## config.mk

```make
export PLATFORM = sky130hd
export DESIGN_NAME = tcs_rank_shuffler
export DESIGN_NICKNAME = d
export VERILOG_FILES = /design/src/rtl/tcs_pkg.sv /design/src/rtl/tcs_timer.sv /design/src/rtl/tcs_quantum_eval.sv /design/src/rtl/tcs_shuffler.sv /design/src/rtl/tcs_rank_shuffler.sv
export SDC_FILE = /design/constraint.sdc
export NUM_CORES = 1
export LEC_CHECK = 0
export CAP_MARGIN = 20
export CORE_ASPECT_RATIO = 1.1
export CORE_UTILIZATION = 45
export CTS_BUF_LIST = sky130_fd_sc_hd__clkbuf_4 sky130_fd_sc_hd__clkbuf_8 sky130_fd_sc_hd__clkbuf_16
export DETAILED_ROUTE_END_ITERATION = 8
export PLACE_DENSITY = 0.71
export SLEW_MARGIN = 10
export SYNTH_ARGS = -nofsm -noshare
export SYNTH_HDL_FRONTEND = slang
export SYNTH_SLANG_ARGS = --single-unit
```

## constraint.sdc

```tcl
create_clock -name clk -period 11.3 [get_ports clk]
set_input_delay 1.13 -clock clk [delete_from_list [all_inputs] [get_ports clk]]
set_output_delay 1.13 -clock clk [all_outputs]
set_load 0.005 [all_outputs]
```

## src/rtl/tcs_pkg.sv

```systemverilog
// Shared definitions for the thread clustering and rank shuffler.
package tcs_pkg;
    // Shuffle method selected for the bandwidth-sensitive group.
    typedef enum logic {
        SHUF_RANDOM = 1'b0,
        SHUF_INSERT = 1'b1
    } shuf_mode_e;
endpackage

```

## src/rtl/tcs_timer.sv

```systemverilog
// Quantum and shuffle interval timer.
// Raises q_tick once every QUANT_CYC cycles. Raises s_tick every SHUF_CYC cycles
// after a quantum boundary, but never together with q_tick.
// Assumes 2 <= SHUF_CYC < QUANT_CYC.
module tcs_timer #(
    parameter int QUANT_CYC = 16,
    parameter int SHUF_CYC  = 4
) (
    input  logic clk,
    input  logic rst_n,
    output logic q_tick,
    output logic s_tick
);
    localparam int QW = $clog2(QUANT_CYC);
    localparam int SW = $clog2(SHUF_CYC);

    logic [QW-1:0] qcnt;
    logic [SW-1:0] scnt;

    assign q_tick = (qcnt == QW'(QUANT_CYC - 1));
    assign s_tick = (scnt == SW'(SHUF_CYC - 1)) && !q_tick;

    // Quantum counter: wraps at the quantum length.
    always_ff @(posedge clk) begin
        if (!rst_n)      qcnt <= '0;
        else if (q_tick) qcnt <= '0;
        else             qcnt <= qcnt + QW'(1);
    end

    // Shuffle counter: restarts at each quantum boundary and wraps at the interval.
    always_ff @(posedge clk) begin
        if (!rst_n)                                 scnt <= '0;
        else if (q_tick)                            scnt <= '0;
        else if (scnt == SW'(SHUF_CYC - 1))         scnt <= '0;
        else                                        scnt <= scnt + SW'(1);
    end
endmodule

```

## src/rtl/tcs_quantum_eval.sv

```systemverilog
// Combinational evaluation done at a quantum boundary.
// From the raw counters it produces:
//   - the intensity position of each thread,
//   - latency-cluster membership,
//   - the niceness-based starting slot of each bandwidth-sensitive thread,
//   - the bandwidth-sensitive group size,
//   - the shuffle mode.
// Assumes N <= 2**PW. The result is only registered when q_tick is high.
module tcs_quantum_eval
    import tcs_pkg::*;
#(
    parameter int N       = 4,
    parameter int CW      = 6,
    parameter int PW      = 2,
    parameter int CNTW    = 3,
    parameter int FW      = 4,
    parameter int LAT_NUM = 8,
    parameter int GAP_TH  = 3
) (
    input  logic [N*CW-1:0] acc_flat,
    input  logic [N*CW-1:0] hit_flat,
    input  logic [N*CW-1:0] blp_flat,
    output logic [N*PW-1:0] irank_flat,
    output logic [N*PW-1:0] base_flat,
    output logic [N-1:0]    lat,
    output logic [CNTW-1:0] nbw,
    output shuf_mode_e      mode
);
    localparam int SUMW = CW + CNTW;
    localparam int LHW  = SUMW + FW + 1;
    localparam int PRW  = 2 * CW;
    localparam int NW   = PW + 1;

    logic [CW-1:0]   acc [N];
    logic [CW-1:0]   hit [N];
    logic [CW-1:0]   blp [N];
    logic [PW-1:0]   irank [N];
    logic [PW-1:0]   hrank [N];
    logic [PW-1:0]   brank [N];
    logic [NW-1:0]   nice [N];
    logic [PW-1:0]   base [N];
    logic [SUMW-1:0] pre [N];
    logic [SUMW-1:0] tot;
    logic [NW-1:0]   nmax, nmin;

    for (genvar g = 0; g < N; g++) begin : g_unpack
        assign acc[g] = acc_flat[g*CW +: CW];
        assign hit[g] = hit_flat[g*CW +: CW];
        assign blp[g] = blp_flat[g*CW +: CW];
        assign irank_flat[g*PW +: PW] = irank[g];
        assign base_flat[g*PW +: PW]  = base[g];
    end

    // Intensity, hit-rate and parallelism ranks; ties go to the lower index.
    always_comb begin
        for (int i = 0; i < N; i++) begin
            irank[i] = '0;
            hrank[i] = '0;
            brank[i] = '0;
            for (int j = 0; j < N; j++) begin
                if (j != i) begin
                    if (acc[j] < acc[i] || (acc[j] == acc[i] && j < i))
                        irank[i] = irank[i] + PW'(1);
                    if ((PRW'(hit[j]) * PRW'(acc[i]) < PRW'(hit[i]) * PRW'(acc[j])) ||
                        (PRW'(hit[j]) * PRW'(acc[i]) == PRW'(hit[i]) * PRW'(acc[j]) && j < i))
                        hrank[i] = hrank[i] + PW'(1);
                    if (blp[j] < blp[i] || (blp[j] == blp[i] && j < i))
                        brank[i] = brank[i] + PW'(1);
                end
            end
            nice[i] = NW'(brank[i]) + NW'(N - 1) - NW'(hrank[i]);
        end
    end

    // Cumulative-share test that decides latency-cluster membership.
    always_comb begin
        tot = '0;
        for (int j = 0; j < N; j++) tot = tot + SUMW'(acc[j]);
        for (int i = 0; i < N; i++) begin
            pre[i] = '0;
            for (int j = 0; j < N; j++)
                if (irank[j] <= irank[i]) pre[i] = pre[i] + SUMW'(acc[j]);
            lat[i] = ((LHW'(pre[i]) << FW) <= LHW'(tot) * LHW'(LAT_NUM));
        end
    end

    // Niceness ordering inside the bandwidth group, group size and spread.
    always_comb begin
        nbw  = '0;
        nmax = '0;
        nmin = '1;
        for (int i = 0; i < N; i++) begin
            base[i] = '0;
            if (!lat[i]) begin
                nbw = nbw + CNTW'(1);
                if (nice[i] > nmax) nmax = nice[i];
                if (nice[i] < nmin) nmin = nice[i];
                for (int j = 0; j < N; j++)
                    if (j != i && !lat[j] &&
                        (nice[j] > nice[i] || (nice[j] == nice[i] && j < i)))
                        base[i] = base[i] + PW'(1);
            end
        end
        mode = ((nbw > CNTW'(1)) && ((int'(nmax) - int'(nmin)) >= GAP_TH))
               ? SHUF_INSERT : SHUF_RANDOM;
    end
endmodule

```

## src/rtl/tcs_shuffler.sv

```systemverilog
// Slot register for the bandwidth-sensitive threads.
// On q_tick it loads the niceness order. On s_tick it either rotates every
// bandwidth thread down one slot or swaps two LFSR-chosen slots.
// The LFSR advances on every s_tick. Slots of latency-sensitive threads are
// don't-care.
module tcs_shuffler
    import tcs_pkg::*;
#(
    parameter int             N    = 4,
    parameter int             PW   = 2,
    parameter int             CNTW = 3,
    parameter int             LW   = 8,
    parameter logic [LW-1:0]  TAPS = 8'hB8,
    parameter logic [LW-1:0]  SEED = 8'hA5
) (
    input  logic            clk,
    input  logic            rst_n,
    input  logic            q_tick,
    input  logic            s_tick,
    input  logic [N-1:0]    lat_q,
    input  logic [CNTW-1:0] nbw_q,
    input  shuf_mode_e      mode_q,
    input  logic [N*PW-1:0] base_flat,
    output logic [N*PW-1:0] slot_flat
);
    logic [PW-1:0] slot [N];
    logic [PW-1:0] nxt  [N];
    logic [LW-1:0] lfsr;
    logic [PW-1:0] pa, pb;

    for (genvar g = 0; g < N; g++) begin : g_pack
        assign slot_flat[g*PW +: PW] = slot[g];
    end

    // Pick the two swap positions from the current LFSR value.
    always_comb begin
        pa = '0;
        pb = '0;
        if (nbw_q != '0) begin
            pa = PW'(CNTW'(lfsr[PW-1:0]) % nbw_q);
            pb = PW'(CNTW'(lfsr[2*PW-1:PW]) % nbw_q);
        end
    end

    // Next slot of every thread for this cycle.
    always_comb begin
        for (int i = 0; i < N; i++) begin
            nxt[i] = slot[i];
            if (q_tick) begin
                nxt[i] = base_flat[i*PW +: PW];
            end else if (s_tick && nbw_q != '0 && !lat_q[i]) begin
                if (mode_q == SHUF_INSERT)
                    nxt[i] = (CNTW'(slot[i]) == nbw_q - CNTW'(1)) ? '0 : slot[i] + PW'(1);
                else if (slot[i] == pa)
                    nxt[i] = pb;
                else if (slot[i] == pb)
                    nxt[i] = pa;
            end
        end
    end

    // Slot state, identity order at reset.
    always_ff @(posedge clk) begin
        for (int i = 0; i < N; i++) begin
            if (!rst_n) slot[i] <= PW'(i);
            else        slot[i] <= nxt[i];
        end
    end

    // Shuffle LFSR, stepped once per shuffle tick.
    always_ff @(posedge clk) begin
        if (!rst_n)      lfsr <= SEED;
        else if (s_tick) lfsr <= {lfsr[LW-2:0], ^(lfsr & TAPS)};
    end
endmodule

```

## src/rtl/tcs_rank_shuffler.sv

```systemverilog
// Thread clustering and rank shuffler (top).
// Registers the quantum evaluation and keeps the shuffled bandwidth order.
// Maps both to a flat per-thread priority vector.
// Assumes counters are stable at the quantum boundary and N <= 2**PW.
module tcs_rank_shuffler
    import tcs_pkg::*;
#(
    parameter int            N         = 4,
    parameter int            CW        = 6,
    parameter int            QUANT_CYC = 16,
    parameter int            SHUF_CYC  = 4,
    parameter int            FW        = 4,
    parameter int            LAT_NUM   = 8,
    parameter int            GAP_TH    = 3,
    parameter int            LW        = 8,
    parameter logic [LW-1:0] TAPS      = 8'hB8,
    parameter logic [LW-1:0] SEED      = 8'hA5,
    localparam int           PW        = (N > 1) ? $clog2(N) : 1
) (
    input  logic          clk,
    input  logic          rst_n,
    input  logic [N*CW-1:0] acc_cnt_i,
    input  logic [N*CW-1:0] hit_cnt_i,
    input  logic [N*CW-1:0] blp_cnt_i,
    output logic [N*PW-1:0] prio_o,
    output logic [N-1:0]    lat_mask_o,
    output logic            ins_mode_o
);
    localparam int CNTW = $clog2(N + 1);

    logic            q_tick, s_tick;
    logic [N*PW-1:0] irank_c, base_c, slot_flat;
    logic [N-1:0]    lat_c, lat_q;
    logic [CNTW-1:0] nbw_c, nbw_q;
    shuf_mode_e      mode_c, mode_q;
    logic [PW-1:0]   irank_q [N];

    tcs_timer #(.QUANT_CYC(QUANT_CYC), .SHUF_CYC(SHUF_CYC)) u_timer (
        .clk(clk), .rst_n(rst_n), .q_tick(q_tick), .s_tick(s_tick)
    );

    tcs_quantum_eval #(
        .N(N), .CW(CW), .PW(PW), .CNTW(CNTW), .FW(FW),
        .LAT_NUM(LAT_NUM), .GAP_TH(GAP_TH)
    ) u_eval (
        .acc_flat(acc_cnt_i), .hit_flat(hit_cnt_i), .blp_flat(blp_cnt_i),
        .irank_flat(irank_c), .base_flat(base_c), .lat(lat_c),
        .nbw(nbw_c), .mode(mode_c)
    );

    tcs_shuffler #(
        .N(N), .PW(PW), .CNTW(CNTW), .LW(LW), .TAPS(TAPS), .SEED(SEED)
    ) u_shuf (
        .clk(clk), .rst_n(rst_n), .q_tick(q_tick), .s_tick(s_tick),
        .lat_q(lat_q), .nbw_q(nbw_q), .mode_q(mode_q),
        .base_flat(base_c), .slot_flat(slot_flat)
    );

    // Cluster state, captured only at a quantum boundary.
    always_ff @(posedge clk) begin
        if (!rst_n) begin
            lat_q  <= '0;
            nbw_q  <= CNTW'(N);
            mode_q <= SHUF_RANDOM;
        end else if (q_tick) begin
            lat_q  <= lat_c;
            nbw_q  <= nbw_c;
            mode_q <= mode_c;
        end
    end

    // Intensity positions, captured only at a quantum boundary.
    always_ff @(posedge clk) begin
        for (int i = 0; i < N; i++) begin
            if (!rst_n)      irank_q[i] <= '0;
            else if (q_tick) irank_q[i] <= irank_c[i*PW +: PW];
        end
    end

    // Priority mapping: latency threads on top, bandwidth threads by slot.
    for (genvar g = 0; g < N; g++) begin : g_prio
        assign prio_o[g*PW +: PW] = lat_q[g]
            ? PW'(N - 1) - irank_q[g]
            : PW'(nbw_q - CNTW'(1) - CNTW'(slot_flat[g*PW +: PW]));
    end

    assign lat_mask_o = lat_q;
    assign ins_mode_o = mode_q;
endmodule

```

* Yosys cells after proc, flatten, opt, wreduce, memory -nomap -nowiden
Memory sizes are Yosys's and may differ from the RTL's.
Cells that the tools add are included.
** Cells by class
- Multipliers :: 12
- Multiplexer cells :: 140
- Bitwise logic cells :: 9
- Div/mod/pow operators :: 2
- Eq/ne operators :: 38
- $lt $le $gt $ge :: 78
- Add/subtract/negate cells :: 74
- Reduce and logical (&&, ||, !) cells :: 56
** Operators with widths (count)
- 2-to-1 mux 2 bit :: 82
- < comparator 12 bit :: 12
- < comparator 6 bit :: 24
- multiplier 6 x 6 -> 12 bit :: 12
- 2-to-1 mux 9 bit :: 12
- adder 9 x 6 -> 9 bit :: 10
- adder 2 x 1 -> 2 bit, second input constant :: 37
- equality test 12 bit :: 6
- equality test 6 bit :: 12
- 2-to-1 mux 3 bit :: 19
- less-or-equal comparator 13 x 12 -> 1 bit :: 4
- > comparator 3 bit :: 15
- adder 6 x 6 -> 7 bit :: 5
- greater-or-equal comparator 32 x 3 -> 1 bit, second input constant :: 1
- less-or-equal comparator 2 bit :: 16
- logical OR 1 bit :: 24
- 2-to-1 mux 6 bit :: 4
- 2-to-1 mux 1 bit :: 23
- logical AND 1 bit :: 19
- equality test 3 bit :: 6
- equality test 2 bit :: 8
- adder 2 x 2 -> 3 bit, second input constant :: 4
- equality test 2 x 3 -> 1 bit :: 4
- subtractor 3 x 2 -> 3 bit :: 4
- 20 further kinds :: 46
** Storage, ports and cells
- Memories :: 2
- Register bits after elaboration :: 22
- Logic and storage cells :: 417
- RAM bits :: 16
** Memory list
- irank_q :: depth 4, width 2, rd ports 4, clocked after Yosys merged registers in 0, wr ports 4, line tcs_rank_shuffler.sv:36 : logic [PW-1:0] irank_q [N];
- u_shuf.slot :: depth 4, width 2, rd ports 4, clocked after Yosys merged registers in 0, wr ports 4, line tcs_shuffler.sv:26 : logic [PW-1:0] slot [N];

* Logic depth before layout (Yosys ltp)
- Depth in word-level cells :: 29
- Depth in mapped cells :: 67
- Depth with buffers taken out :: 64

* Hierarchy
Synthesis repeated with hierarchy kept, for this count alone.
** Unflattened totals
- Cell total of the unflattened synthesis :: 3204
- Area, all modules :: 25928.6 um^2
** Modules (own cells, without submodules)
- tcs_quantum_eval :: sequential area each 0.0 um^2, cells each 2849, area an instance 22813.1 um^2, instances 1
- tcs_shuffler :: sequential area each 320.3 um^2, cells each 269, area an instance 2030.7 um^2, instances 1
- tcs_rank_shuffler :: sequential area each 400.4 um^2, cells each 65, area an instance 813.3 um^2, instances 1
- tcs_timer :: sequential area each 120.1 um^2, cells each 21, area an instance 271.5 um^2, instances 1

* Least setup slack after synthesis
No wires, ideal clock.
- Path type :: input to register
- From :: input port acc_cnt_i[13]
- To :: register mode_q (netlist: ins_mode_o)
- Setup time :: 119 ps
- Setup slack :: -792 ps
- Stages on the path :: 64
- Data arrival time :: 11973 ps
- Cells stage by stage :: clkbuf_1 > inv_1 > ha_1 > nor2b_1 > o21a_1 > o21ai_0 > nand2b_1 > a21oi_1 > nor2b_1 > o32a_1 > inv_1 > ha_1 > nor2_1 > a21oi_1 > ha_1 > nor2b_1 > o21ai_1 > clkbuf_1 > [... 28 more ...] > nor2b_1 > o21ai_0 > a21oi_1 > and2_1 > mux2_2 > ha_1 > nor2b_1 > o21a_1 > o21ai_0 > a31o_2 > mux2i_1 > ha_1 > inv_1 > fa_1 > xor2_1 > a21oi_1 > nor3_1 > o2bb2ai_1
** On the way
- Longest elaborated chain between the ends :: 27
** Ends and longest elaborated chain
- from (decl) :: line tcs_rank_shuffler.sv:22 : input logic [N*CW-1:0] acc_cnt_i,
- < comparator 6 bit :: line tcs_quantum_eval.sv:62 : if (acc[j] < acc[i] || (acc[j] == acc[i] && j < i))
- 2-to-1 mux 2 bit :: line tcs_quantum_eval.sv:62
- adder 2 x 1 -> 2 bit :: line tcs_quantum_eval.sv:63 : irank[i] = irank[i] + PW'(1);
- 2-to-1 mux 2 bit :: line tcs_quantum_eval.sv:62
- less-or-equal comparator 2 bit :: line tcs_quantum_eval.sv:82 : if (irank[j] <= irank[i]) pre[i] = pre[i] + SUMW'(acc[j]);
- 2-to-1 mux 6 bit :: line tcs_quantum_eval.sv:82
- adder 6 x 6 -> 7 bit :: line tcs_quantum_eval.sv:82
- 2-to-1 mux 9 bit :: line tcs_quantum_eval.sv:82
- [... 5 more ...]
- net lat_c[0] :: line tcs_rank_shuffler.sv:33 : logic [N-1:0] lat_c, lat_q;
- [... 6 more ...]
- 2-to-1 mux 3 bit :: line tcs_quantum_eval.sv:94 : if (!lat[i]) begin
- > comparator 3 bit / < comparator 3 bit (equally long branches) :: line tcs_quantum_eval.sv:96, tcs_quantum_eval.sv:97
- 2-to-1 mux 3 bit (on tied branches) :: line tcs_quantum_eval.sv:96, tcs_quantum_eval.sv:97
- 2-to-1 mux 3 bit :: line tcs_quantum_eval.sv:94
- subtractor 3 x 3 -> 4 bit :: line tcs_quantum_eval.sv:104 : mode = ((nbw > CNTW'(1)) && ((int'(nmax) - int'(nmin)) >= GAP_TH))
- greater-or-equal comparator 32 x 3 -> 1 bit :: line tcs_quantum_eval.sv:104
- logical AND 1 bit (*) :: line tcs_quantum_eval.sv:104
- 2-to-1 mux 1 bit (*) :: line tcs_quantum_eval.sv:105 : ? SHUF_INSERT : SHUF_RANDOM;
- to (signal assigned) :: line tcs_rank_shuffler.sv:68 : mode_q <= mode_c;
- to (decl) :: line tcs_rank_shuffler.sv:35 : shuf_mode_e mode_c, mode_q;
Mark *: on every way through the listed nets, which the timed path passes. The rest lies on a longest branch.
A chain may end at the register's enable or synchronous reset.

* Worst setup path in the final report
- From :: input port acc_cnt_i[1]
- To :: register mode_q (netlist: ins_mode_o)
** On the way
- Longest elaborated chain between the ends :: 29
** Ends and longest elaborated chain (line)
- < comparator 6 bit :: tcs_quantum_eval.sv:62
- 2-to-1 mux 1 bit :: tcs_quantum_eval.sv:62
- adder 2 x 1 -> 2 bit :: tcs_quantum_eval.sv:63
- 2-to-1 mux 2 bit :: tcs_quantum_eval.sv:62
- adder 2 x 1 -> 2 bit :: tcs_quantum_eval.sv:63
- 2-to-1 mux 2 bit :: tcs_quantum_eval.sv:62
- less-or-equal comparator 2 bit :: tcs_quantum_eval.sv:82
- 2-to-1 mux 6 bit :: tcs_quantum_eval.sv:82
- [... 13 more ...]
- 2-to-1 mux 3 bit :: tcs_quantum_eval.sv:94
- > comparator 3 bit / < comparator 3 bit (equally long branches) :: tcs_quantum_eval.sv:96, tcs_quantum_eval.sv:97
- 2-to-1 mux 3 bit (on tied branches) :: tcs_quantum_eval.sv:96, tcs_quantum_eval.sv:97
- 2-to-1 mux 3 bit :: tcs_quantum_eval.sv:94
- subtractor 3 x 3 -> 4 bit :: tcs_quantum_eval.sv:104
- greater-or-equal comparator 32 x 3 -> 1 bit :: tcs_quantum_eval.sv:104
- logical AND 1 bit (*) :: tcs_quantum_eval.sv:104
- 2-to-1 mux 1 bit (*) :: tcs_quantum_eval.sv:105
Every way passes the cells marked *; elsewhere a longest branch is shown, timed or not.

==> metrics.md <==
| Metric | Value |
|---|---|
| Vias in the first global route | `roughly 24000` |
| Compound-gate portion of the synthesized area | `14.7%` |
| Min-delay worst type | `reg2reg` |
| Max Slew Vio Count | `0` |
| Seq/Total Area, Yosys | `roughly 3.3%` |
| Share of cells above drive strength 1 | `between 20% and 30%` |
| DRC viols | `0` |
| R2r setup slk | `roughly 5.6 ns` |
| Final Cycle Share | `100%` |
| Reg2Reg Depth | `18` |
| Crit path kind | `in2reg` |
| Slew HR | `around a third` |
| FMAX | `about 90 MHz` |
| Synth Area in Simple Gates | `between 15 and 20%` |
| Die Height | `about 250 microns` |
| Synthesized flop and latch total | `38` |
| Hold Worst Slack | `between 0.4 and 0.5 ns` |
| Largest family of logic cells by synthesized area | `adder cells` |
| Initial antenna violation count | `1` |
| Yosys warning count | `0` |
| Initial Util | `between 40% and 50%` |
| Dominant synthesized flop cell | `dfxtp_1` |
| Critical Path Max Stage Delay | `roughly 0.55 ns` |
| Post-DP HPWL | `61.3 mm` |
| Htree depth | `2` |
| Final wirelength | `about 75 mm` |
| Post-Syn Area | `between 20000 and 30000 sq um` |
| 1st-iter DRT viols | `1072` |
| Crit path max fanout | `6` |
| Min Tclk post-route | `around 11 ns` |
| Synth Area in Adders | `between 40% and 50%` |
| Critical-path top delay cell | `fa_2` |
| Number of synthesized flops with an enable pin | `8` |
| Clk_skew | `0.00584 ns` |
| Pre-CTS setup slack | `-1.16 ns` |
| Commonest non-fill, non-tap cells in the layout | `ha_1, inv_1, buf_4` |
| Clock Tree Buf Depth | `2` |
| Io pins | `between 80 and 90` |
| WHS Endpoint | `u_timer.scnt[0]` |
| Die width | `between 200 and 250 microns` |
| Port bufs | `86` |
| Core ar. | `about 56000 sq um` |
| Hold depth | `1` |
| Final worst slack | `0.00263 ns` |
| Via density | `5.36` |
| Reg-to-reg endpoint | `u_shuf.slot[0][1]` |
| Worst-Skew Late Latency | `0.29 ns` |
| First-pass DRT Iterations | `6` |
| Congestion Overflow GR | `0` |
| First-pass GRT wire length | `roughly 120 mm` |
| Max-cap violations | `0` |
| Most common cell after layout, fill and taps aside | `ha_1` |
| Placer Congestion | `approximately 0.95` |
| RSZ-0062 raised after global routing | `true` |
| Vias | `~24000` |
| CTS Hold Buffers Added | `0` |
| Startpoint Class | `input pin` |
| Root Driver | `clkbuf_16` |
| Total Routing Usage GR | `between 20% and 30%` |
| Clk sink count | `38` |
| # diodes | `0` |
| Avg Cell Area, Syn | `between 7 and 8 sq um` |
| CP Data Required Time | `11.52 ns` |
| WL/cell | `between 15 and 20 microns` |
| Site Rows | `slightly above 90` |
| Critical Path Sink Type | `flip-flop` |
| Status | `finished clean` |
| Multiplexer area fraction after synthesis | `~2.1%` |
| TritonCTS clock tree | `done` |
| Final Hold Fails | `0` |
| Async SR Flop Fraction | `0%` |
| Crit path DAT | `roughly 12 ns` |
| Die area | `slightly below 60000 sq um` |
| Final setup fails | `0` |
| Number of unique standard cell types used by synthesis | `slightly above 80` |
| Cells after synthesis | `3201` |
| Synth Area in XOR/XNOR | `under 10%` |
| Syn nets | `roughly 4000` |
| ANT nets after route | `0` |
| Area delta synth->final | `27.5%` |
| Slew @ Worst Pin | `roughly 0.98 ns` |
| Num CTS Buffers | `5` |
| Nets@finish | `~4600` |
| Setup TNS | `0 ns` |
| RR Startpoint | `nbw_q[0]` |
| Largest net degree at the start of global routing | `22` |
| Hold Startpoint | `u_timer.scnt[0]` |
| Reg clk slew, reported paths | `0.06 ns` |
timing repair:
item                                    in CTS  in global routing
cloned                                       2                  0
pin swaps                                  129                149
endpoints found under the setup margin       1                  1
gates resized for setup                    233                174
endpoints found under the hold margin        0                  0
setup buffers                               45                 28
metrics by stage:
| step | utilization [%] | cell area [sq um] | std cells |
|---|---|---|---|
| 3_3_place_gp | 54.5 | 30600 | 4378 |
| 2_1_floorplan | - | 25800 | 3201 |
| 3_5_place_dp | 54.5 | 30600 | 4378 |
| 4_1_cts | 56.7 | 31900 | 4432 |
| 6_report | 58.1 | 32600 | 4456 |
| 5_1_grt | 58.1 | 32600 | 4456 |
worst max-delay path by stage:
stage | from | endpoint | slack [ns] | depth (start not counted)
2_1_floorplan | hit_cnt_i[2] | ins_mode_o | 0.02 | 53
3_3_place_gp | acc_cnt_i[13] | ins_mode_o | -0.92 | 64
3_5_place_dp | acc_cnt_i[13] | ins_mode_o | -1.16 | 65
4_1_cts | acc_cnt_i[13] | ins_mode_o | -0.02 | 65
5_1_grt | acc_cnt_i[21] | ins_mode_o | -0.43 | 53
6_report | acc_cnt_i[1] | ins_mode_o | 0.003 | 58
cell families (layout without fill, tap and decap cells):
family                     after synthesis  count (layout)
AOI/OAI and AO/OA                      599             599
DFF                                     38              38
and+or+nand+nor                        909             909
buffers and inverters                  594            1105
muxes                                   49              49
adders and majority gates              831             831
xor gates and xnor gates               181             181
worst max-delay path: cells and delay by family:
family | cells | cell delay [ns]
and+or+nand+nor | 15 | 2.11
buffers and inverters | 7 | 0.86
adders and majority gates | 11 | 2.92
AOI/OAI and AO/OA | 20 | 3.32
muxes | 4 | 1.06
xor gates and xnor gates | 1 | 0.14
sequential cells by signal, indices dropped and copies added (netlist names):
signal / flops
u_shuf.lfsr: 8
nbw_q: 3
lat_mask_o: 4
u_timer.qcnt: 4
irank_q: 8
u_shuf.slot: 8
ins_mode_o: 1
u_timer.scnt: 2
metal layers:
metal,vias up,global-route usage [%],wire (microns)
met1,11400,29.3,30100
met2,572,47.6,38300
met5,-,0,13
met4,2,11.4,3950
li1,11700,-,-
met3,209,1.58,3030
synthesized netlist by cell type, types with 28 or more instances:
cell	count	area share, %
and2_1	216	5.3
xor2_1	64	2.2
a21o_1	84	2.5
fa_1	228	18
inv_1	497	7.3
nand2_1	323	4.7
a211oi_1	29	0.85
nand3_1	28	0.55
nor2b_1	46	1.1
o21ai_0	128	2.5
dfxtp_1	30	2.3
mux2_2	28	1.2
a21oi_1	203	4.0
o21bai_1	28	0.82
nor2_1	148	2.2
ha_1	603	29
xnor2_1	116	4.0
clkbuf_1	91	1.3
nand2b_1	42	1.0
layout make-up:
| type | count | area, sq um |
|---|---|---|
| fillers | 4779 | 23500 |
| multi-input cells | 2569 | 23700 |
| flip-flops and latches | 38 | 841 |
| clock buffers | 6 | 133 |
| well taps | 744 | 931 |
| inverters | 497 | 1880 |
| repair buffers | 600 | 5090 |
| clock inverters | 2 | 8.76 |
Power is left out: the tool's default activity adds up to more than one toggle a clock period on the data nets, which glitch-free logic cannot reach.
